**src/rtl/rmo_pkg.sv**
```systemverilog
package rmo_pkg;
   // Width of the register-select mask the adder tree is laid out for.
   localparam int unsigned TREE_MASK_W = 16;
   // Columns of weight 1, 2, 4 and 8 leaving the carry-save tree.
   localparam int unsigned COL_W       = 4;
   // Signed negative count: the column bits plus one sign bit.
   localparam int unsigned NEG_W       = COL_W + 1;
   // Full adders in the first row; each sums a triple of mask bits.
   localparam int unsigned ROW1_CELLS  = TREE_MASK_W / 3;

   // Adder cell implementation variants.
   typedef enum int unsigned {
      FA_MUX  = 0,   // built from 2:1 selectors
      FA_GATE = 1    // plain XOR / majority gates
   } fa_style_e;

   // Sum and carry pair leaving one adder cell.
   typedef struct packed {
      logic carry;
      logic sum;
   } cs_pair_t;
endpackage

```
**src/rtl/rmo_full_add.sv**
```systemverilog
module rmo_full_add
   import rmo_pkg::*;
#(
   parameter fa_style_e STYLE = FA_MUX
) (
   input  logic     a,
   input  logic     b,
   input  logic     ci,
   output cs_pair_t res
);
   generate
      if (STYLE == FA_MUX) begin : g_mux
         logic x_ab;     // a differs from b
         logic x_ab_n;
         always_comb begin
            // selector on b picks a or its inverse
            x_ab   = b ? ~a : a;
            x_ab_n = ~x_ab;
            // selector on the difference picks the sum polarity
            res.sum   = x_ab ? ~ci : ci;
            // when a and b differ the carry follows ci, else it equals a
            res.carry = x_ab_n ? a : ci;
         end
      end else begin : g_gate
         always_comb begin
            res.sum   = a ^ b ^ ci;
            res.carry = (a & b) | (a & ci) | (b & ci);
         end
      end
   endgenerate
endmodule

```
**src/rtl/rmo_csa_tree.sv**
```systemverilog
module rmo_csa_tree
   import rmo_pkg::*;
#(
   parameter fa_style_e STYLE = FA_MUX
) (
   input  logic [TREE_MASK_W-1:0] mask,
   output logic [COL_W-1:0]       col,    // one bit per weight column
   output logic                   col0_b  // second bit of the weight-1 column
);
   // Row 1: triples of mask bits.
   cs_pair_t row1 [ROW1_CELLS];

   genvar gi;
   generate
      for (gi = 0; gi < ROW1_CELLS; gi++) begin : g_row1
         rmo_full_add #(.STYLE(STYLE)) u_fa (
            .a  (mask[3*gi]),
            .b  (mask[3*gi+1]),
            .ci (mask[3*gi+2]),
            .res(row1[gi])
         );
      end
   endgenerate

   // Weight-1 column: five row-1 sums plus the leftover mask bit.
   cs_pair_t w1_a, w1_b;
   rmo_full_add #(.STYLE(STYLE)) u_w1_a (
      .a(row1[0].sum), .b(row1[1].sum), .ci(row1[2].sum), .res(w1_a));
   rmo_full_add #(.STYLE(STYLE)) u_w1_b (
      .a(row1[3].sum), .b(row1[4].sum), .ci(mask[TREE_MASK_W-1]), .res(w1_b));

   // Weight-2 column: five row-1 carries plus two carries from weight 1.
   cs_pair_t w2_a, w2_b, w2_c;
   rmo_full_add #(.STYLE(STYLE)) u_w2_a (
      .a(row1[0].carry), .b(row1[1].carry), .ci(row1[2].carry), .res(w2_a));
   rmo_full_add #(.STYLE(STYLE)) u_w2_b (
      .a(row1[3].carry), .b(row1[4].carry), .ci(w1_a.carry), .res(w2_b));
   rmo_full_add #(.STYLE(STYLE)) u_w2_c (
      .a(w2_a.sum), .b(w2_b.sum), .ci(w1_b.carry), .res(w2_c));

   // Weight-4 column: the three carries produced in the weight-2 column.
   cs_pair_t w4_a;
   rmo_full_add #(.STYLE(STYLE)) u_w4_a (
      .a(w2_a.carry), .b(w2_b.carry), .ci(w2_c.carry), .res(w4_a));

   always_comb begin
      col[0] = w1_a.sum;
      col0_b = w1_b.sum;
      col[1] = w2_c.sum;
      col[2] = w4_a.sum;
      col[3] = w4_a.carry;   // the only weight-8 bit
   end
endmodule

```
**src/rtl/rmo_inc_half.sv**
```systemverilog
module rmo_inc_half (
   input  logic a,
   input  logic b,
   output logic s,
   output logic co
);
   // Computes a + b + 1: the sum bit is the inverse of a XOR b,
   // and a carry leaves whenever either input is set.
   always_comb begin
      s  = ~(a ^ b);
      co = a | b;
   end
endmodule

```
**src/rtl/rmo_dec_chain.sv**
```systemverilog
module rmo_dec_chain
   import rmo_pkg::*;
(
   input  logic [COL_W-1:0] col,
   input  logic             col0_b,
   output logic [COL_W-1:0] cm1,     // low bits of count - 1
   output logic             nz       // carry out: the count is non-zero
);
   logic [COL_W-1:0] second;
   logic [COL_W-1:0] cy;

   genvar gk;
   generate
      for (gk = 0; gk < COL_W; gk++) begin : g_col
         if (gk == 0) begin : g_first
            always_comb second[gk] = col0_b;
         end else begin : g_rest
            always_comb second[gk] = cy[gk-1];
         end
         rmo_inc_half u_ha (
            .a (col[gk]),
            .b (second[gk]),
            .s (cm1[gk]),
            .co(cy[gk])
         );
      end
   endgenerate

   always_comb nz = cy[COL_W-1];
endmodule

```
**src/rtl/rmo_scale_drive.sv**
```systemverilog
module rmo_scale_drive
   import rmo_pkg::*;
#(
   parameter int unsigned OUT_W = 32,
   parameter int unsigned SHIFT = 2
) (
   input  logic [COL_W-1:0] cm1,
   input  logic             nz,
   input  logic             en,
   output logic [OUT_W-1:0] bus
);
   localparam int unsigned EXT_W = OUT_W - NEG_W - SHIFT;

   logic [NEG_W-1:0] neg_cnt;
   logic [OUT_W-1:0] placed;

   // Inverting count - 1 gives -count; the carry out becomes the sign.
   always_comb neg_cnt = {nz, ~cm1};

   generate
      if (SHIFT == 0) begin : g_noshift
         if (EXT_W == 0) begin : g_exact
            always_comb placed = neg_cnt;
         end else begin : g_ext
            always_comb placed = {{EXT_W{neg_cnt[NEG_W-1]}}, neg_cnt};
         end
      end else begin : g_shift
         if (EXT_W == 0) begin : g_exact
            always_comb placed = {neg_cnt, {SHIFT{1'b0}}};
         end else begin : g_ext
            always_comb placed = {{EXT_W{neg_cnt[NEG_W-1]}}, neg_cnt, {SHIFT{1'b0}}};
         end
      end
   endgenerate

   always_comb bus = en ? placed : '0;
endmodule

```
**src/rtl/regmask_offset_gen.sv**
```systemverilog
module regmask_offset_gen
   import rmo_pkg::*;
#(
   parameter int unsigned MASK_W   = 16,
   parameter int unsigned OUT_W    = 32,
   parameter int unsigned SHIFT    = 2,
   parameter fa_style_e   FA_STYLE = FA_MUX
) (
   input  logic [MASK_W-1:0] sel_mask,
   input  logic              drive_en,
   output logic [OUT_W-1:0]  bus_offset
);
   localparam int unsigned MIN_OUT_W = NEG_W + SHIFT;

   generate
      if (MASK_W != TREE_MASK_W) begin : g_bad_mask
         $error("regmask_offset_gen: MASK_W must equal the tree width 16");
      end
      if (OUT_W < MIN_OUT_W) begin : g_bad_out
         $error("regmask_offset_gen: OUT_W too narrow for the scaled count");
      end
   endgenerate

   logic [COL_W-1:0] col;
   logic             col0_b;
   logic [COL_W-1:0] cm1;
   logic             nz;

   rmo_csa_tree #(.STYLE(FA_STYLE)) u_tree (
      .mask  (sel_mask),
      .col   (col),
      .col0_b(col0_b)
   );

   rmo_dec_chain u_dec (
      .col   (col),
      .col0_b(col0_b),
      .cm1   (cm1),
      .nz    (nz)
   );

   rmo_scale_drive #(.OUT_W(OUT_W), .SHIFT(SHIFT)) u_drive (
      .cm1(cm1),
      .nz (nz),
      .en (drive_en),
      .bus(bus_offset)
   );
endmodule

```
**config.mk**
```make
export PLATFORM = sky130hd
export DESIGN_NAME = regmask_offset_gen
export DESIGN_NICKNAME = d
export VERILOG_FILES = /design/src/rtl/rmo_pkg.sv /design/src/rtl/rmo_full_add.sv /design/src/rtl/rmo_csa_tree.sv /design/src/rtl/rmo_inc_half.sv /design/src/rtl/rmo_dec_chain.sv /design/src/rtl/rmo_scale_drive.sv /design/src/rtl/regmask_offset_gen.sv
export SDC_FILE = /design/constraint.sdc
export NUM_CORES = 1
export LEC_CHECK = 0
export BUFFER_PORTS_ARGS = -buffer_cell sky130_fd_sc_hd__buf_4
export CAP_MARGIN = 0
export CORE_MARGIN = 1.5
export CORE_UTILIZATION = 48
export DETAILED_ROUTE_END_ITERATION = 12
export GPL_TIMING_DRIVEN = 0
export PLACE_DENSITY = 0.9
export SLEW_MARGIN = 20
export SYNTH_ARGS = -nofsm -noshare
export SYNTH_HDL_FRONTEND = slang
export SYNTH_HIERARCHICAL = 1
export SYNTH_SLANG_ARGS = --single-unit
```
**constraint.sdc**
```tcl
create_clock -name vclk -period 5.7
set_input_delay 0 -clock vclk [all_inputs]
set_output_delay 0 -clock vclk [all_outputs]
set_load 0.02 [all_outputs]
```
Word level (Yosys, flattened, before mapping):

Cells that the tools add are included.

* memories: 0
* bits in read-only memories: 0
* flip-flop bits (word level): 0
* RAM bits: 0
* logic and storage cells: 69
* input bits: 17
* output and inout port bits: 32
* latch bits: 0

* bitwise gates (word level): 35
* magnitude comparators: 0
* multiply operators: 0
* shifts and indexed selects: 0
* div/mod/pow operators: 0
* equal/unequal tests: 0
* reduce and logical (&&, ||, !) cells: 0
* mux-type cells: 34
* $add $sub $neg: 0

Operator list (number)
* 1-bit two-way mux: 33
* 32-bit two-way mux: 1
* 1-bit inverter: 26
* 4-bit inverter: 1
* 1-bit bitwise OR: 4
* 1-bit XOR: 4

Depth between registers and ports, before layout:

* word-level depth: 17
* gate-level depth with buffers: 16
* gate-level depth less buffers: 15

By module:

Netlist, hierarchy kept.

Modules (own cells, without submodules)
* rmo_full_add: times used 11, area an instance 33.8 um^2, sequential area each 0.0 um^2, cells an instance 2
* rmo_scale_drive: times used 1, area an instance 249.0 um^2, sequential area each 0.0 um^2, cells an instance 33
* rmo_inc_half: times used 4, area an instance 27.5 um^2, sequential area each 0.0 um^2, cells an instance 5

Worst setup path after synthesis:

No wires, ideal clock.

* path kind: input to output
* start point: input sel_mask[7]
* end point: output bus_offset[10]
* slack: 2994 ps
* data required time: 5700 ps
* path buffers: 1
* arrival time: 2706 ps
* stages on the path: 15
* path through: xor3_1 -> maj3_1 -> xor3_1 -> xor3_1 -> inv_1 -> ha_1 -> inv_1 -> inv_1 -> ha_1 -> inv_1 -> inv_1 -> ha_1 -> inv_1 -> and2_2 -> buf_4

RTL lines
* from (decl): RTL line regmask_offset_gen.sv:9 `input logic [MASK_W-1:0] sel_mask,`
* to (decl): RTL line regmask_offset_gen.sv:11 `output logic [OUT_W-1:0] bus_offset`

==> impl_metrics.py <==
metrics = {
    "status": {
        "status": "completed",
    },
    "sta": {
        "setup_viol": 0,
        "rsz0062_at_grt": "no",
        "period_minus_slack_ns": 3.06,
        "tns_ns": 0,
        "hold_viol": 0,
        "finalCritPeriodShare_pct": 53.7,
        "worst_hold_slack_ns": 0.364,
        "drv_slew": 0,
        "fmax_ghz": 0.327,
    },
    "logic_synthesis": {
        "yosysSeqAreaShare_pct": 0,
        "synth_top_cell_by_area": "xor3_1",
        "synth.area.top_cells": "xor3_1 (36%), buf_4 (28%), maj3_1 (15%), inv_1 (8.2%), ha_1 (6.8%)",
        "synth.cells.most_frequent": "buf_4 (27), inv_1 (16), maj3_1 (11), xor3_1 (11)",
        "synthesis.area_um2": 731,
        "synth-warning-count": 6,
        "synthDominantCellAreaShare_pct": 35.8,
        "ys_types": 8,
        "synthCells": 75,
        "yosysMostFrequentCell": "buf_4",
        "syn_area_per_cell_um2": 9.74,
    },
    "final_layout": {
        "final_area_um2": 1110,
        "syn2layout_area_growth_pct": 51.4,
        "n_antenna_cell": 0,
        "final_layout_size_suffix_gt1_share_pct": 64.2,
        "fin_util_pct": 81.0,
        "finalNetCount": 146,
        "seq_cell_count": 0,
        "regArea_um2": 0,
        "clkbuf_count": 0,
    },
    "hold_path": {
        "hold_depth": 3,
        "hold_path.class": "in -> out",
        "hp-start": "drive_en",
        "worstHoldEndpoint": "bus_offset[2]",
    },
    "floorplanning": {
        "ioPinCount": 49,
        "rows": 13,
        "dieWidth_um": 42.0,
        "die-area_um2": 1770,
        "dieHeight_um": 42.0,
        "coreArea_um2": 1370,
        "initial_core_util_pct": 53.5,
    },
    "worst_setup_path": {
        "startpoint_type": "input port",
        "path_class": "in -> out",
        "end_kind": "output pin",
        "cp_max_fo": 26,
        "cpMostUsedCell": "inv_1",
        "arrival_ns": 3.06,
        "cp_cell_sequence": "buf_4 -> xor3_1 -> maj3_1 -> xor3_1 -> xor3_1 -> inv_1 -> ha_1 -> inv_1 -> inv_1 -> ha_1 -> inv_1 -> inv_1 -> ha_1 -> inv_1 -> and2_2 -> buf_4 -> buf_4",
        "slowest_delay_ns": 0.44,
        "slowest_stage": "xor3_1",
        "required_ns": 5.70,
    },
    "drt": {
        "viasPerCell": 4.22,
        "drc_errors": 0,
        "wirelength_um": 1630,
        "first_pass_iters": 4,
        "drtIter0Drc": 3,
        "vias": 583,
        "ant_nets": 0,
        "wl_per_cell_um": 11.8,
    },
    "place": {
        "gp_congestion": 0.683,
        "io_buffers": 47,
        "dp_hpwl_um": 1460,
        "placed_cell_area_um2": 1110,
    },
    "grt": {
        "track_usage_pct": 18.2,
        "use_met1_pct": 17.6,
        "grt_pass1_vias": 568,
        "grt_use_met2_pct": 40.3,
        "top_usage_layer": "met2",
        "grt_use_met3_pct": 1.29,
        "grt_pass1_wl_um": 2560,
        "overflow": 0,
        "antenna_found_initial": 0,
        "grt_max_degree": 27,
    },
    "cts": {
        "postCtsSetupBuffers": 0,
        "hold_buffers": 0,
        "cts_resized": 0,
    },
    "power_and_ir_drop": {
        "ir_drop_uv": 249,
        "p_leak_nw": 0.693,
        "powerDensity_nw_per_um2": 270,
    },
    "job": {
        "maxCapViolCount": 0,
    },
}
-- how the worst max path moves through the flow --
stage | startpoint | to | slack (ns) | cells after the start
3_5_place_dp | sel_mask[7] | bus_offset[15] | 2.65 | 17
6_report | sel_mask[7] | bus_offset[15] | 2.64 | 17
5_1_grt | sel_mask[7] | bus_offset[15] | 2.45 | 17
3_3_place_gp | sel_mask[7] | bus_offset[28] | 2.77 | 17
4_1_cts | sel_mask[7] | bus_offset[15] | 2.64 | 17
2_1_floorplan | sel_mask[7] | bus_offset[10] | 2.99 | 15
-- cells by family (layout without fill, tap and decap cells) --
group	Yosys count	count (layout)	synth area share [%]
buffers and inverters	43	90	36.0
adders and majority gates	15	15	21.9
xor gates and xnor gates	11	11	35.8
and+or+nand+nor	5	5	5.82
other	1	2	0.513
-- routing by layer --
layer  share of wire [%]  vias up
met2                  63       14
li1                    -      302
met5                   0        -
met1                  34      267
met3                 3.7        0
met4                   0        0
-- cell usage in the layout (no fill, tap or decap), drive strengths merged --
cell type   n
inv        16
maj3       11
conb        2
and2        1
xor3       11
ha          4
buf        74
and2b       4
-- metrics by stage --
stage,setup WS (ns),total power (W),std cells
after global routing,2.45,0.000323,138
after global placement,2.77,0.000289,138
after floorplan,2.99,0.000209,76
after detailed placement,2.65,0.000301,138
final,2.64,0.000298,138
after CTS,2.64,0.000302,138
-- where the power goes --
group / internal, W / switching [W] / total, W
Combinational: 0.000166 / 0.000133 / 0.000298
Clock: 0 / 0 / 0
Sequential: 0 / 0 / 0
-- critical path, delay by kind of cell --
family                     cells  cell delay, ns
xor gates and xnor gates       3            1.08
adders and majority gates      4            0.91
buffers and inverters          9            0.66
and+or+nand+nor                1            0.42
-- cell type report --
class	instances	area (um^2)
Buffer	27	203
Fill cell	97	260
Timing Repair Buffer	47	353
Tap cell	15	18.8
Multi-Input combinational cell	33	472
Inverter	16	60.1
(Power assumes the default switching activity.)
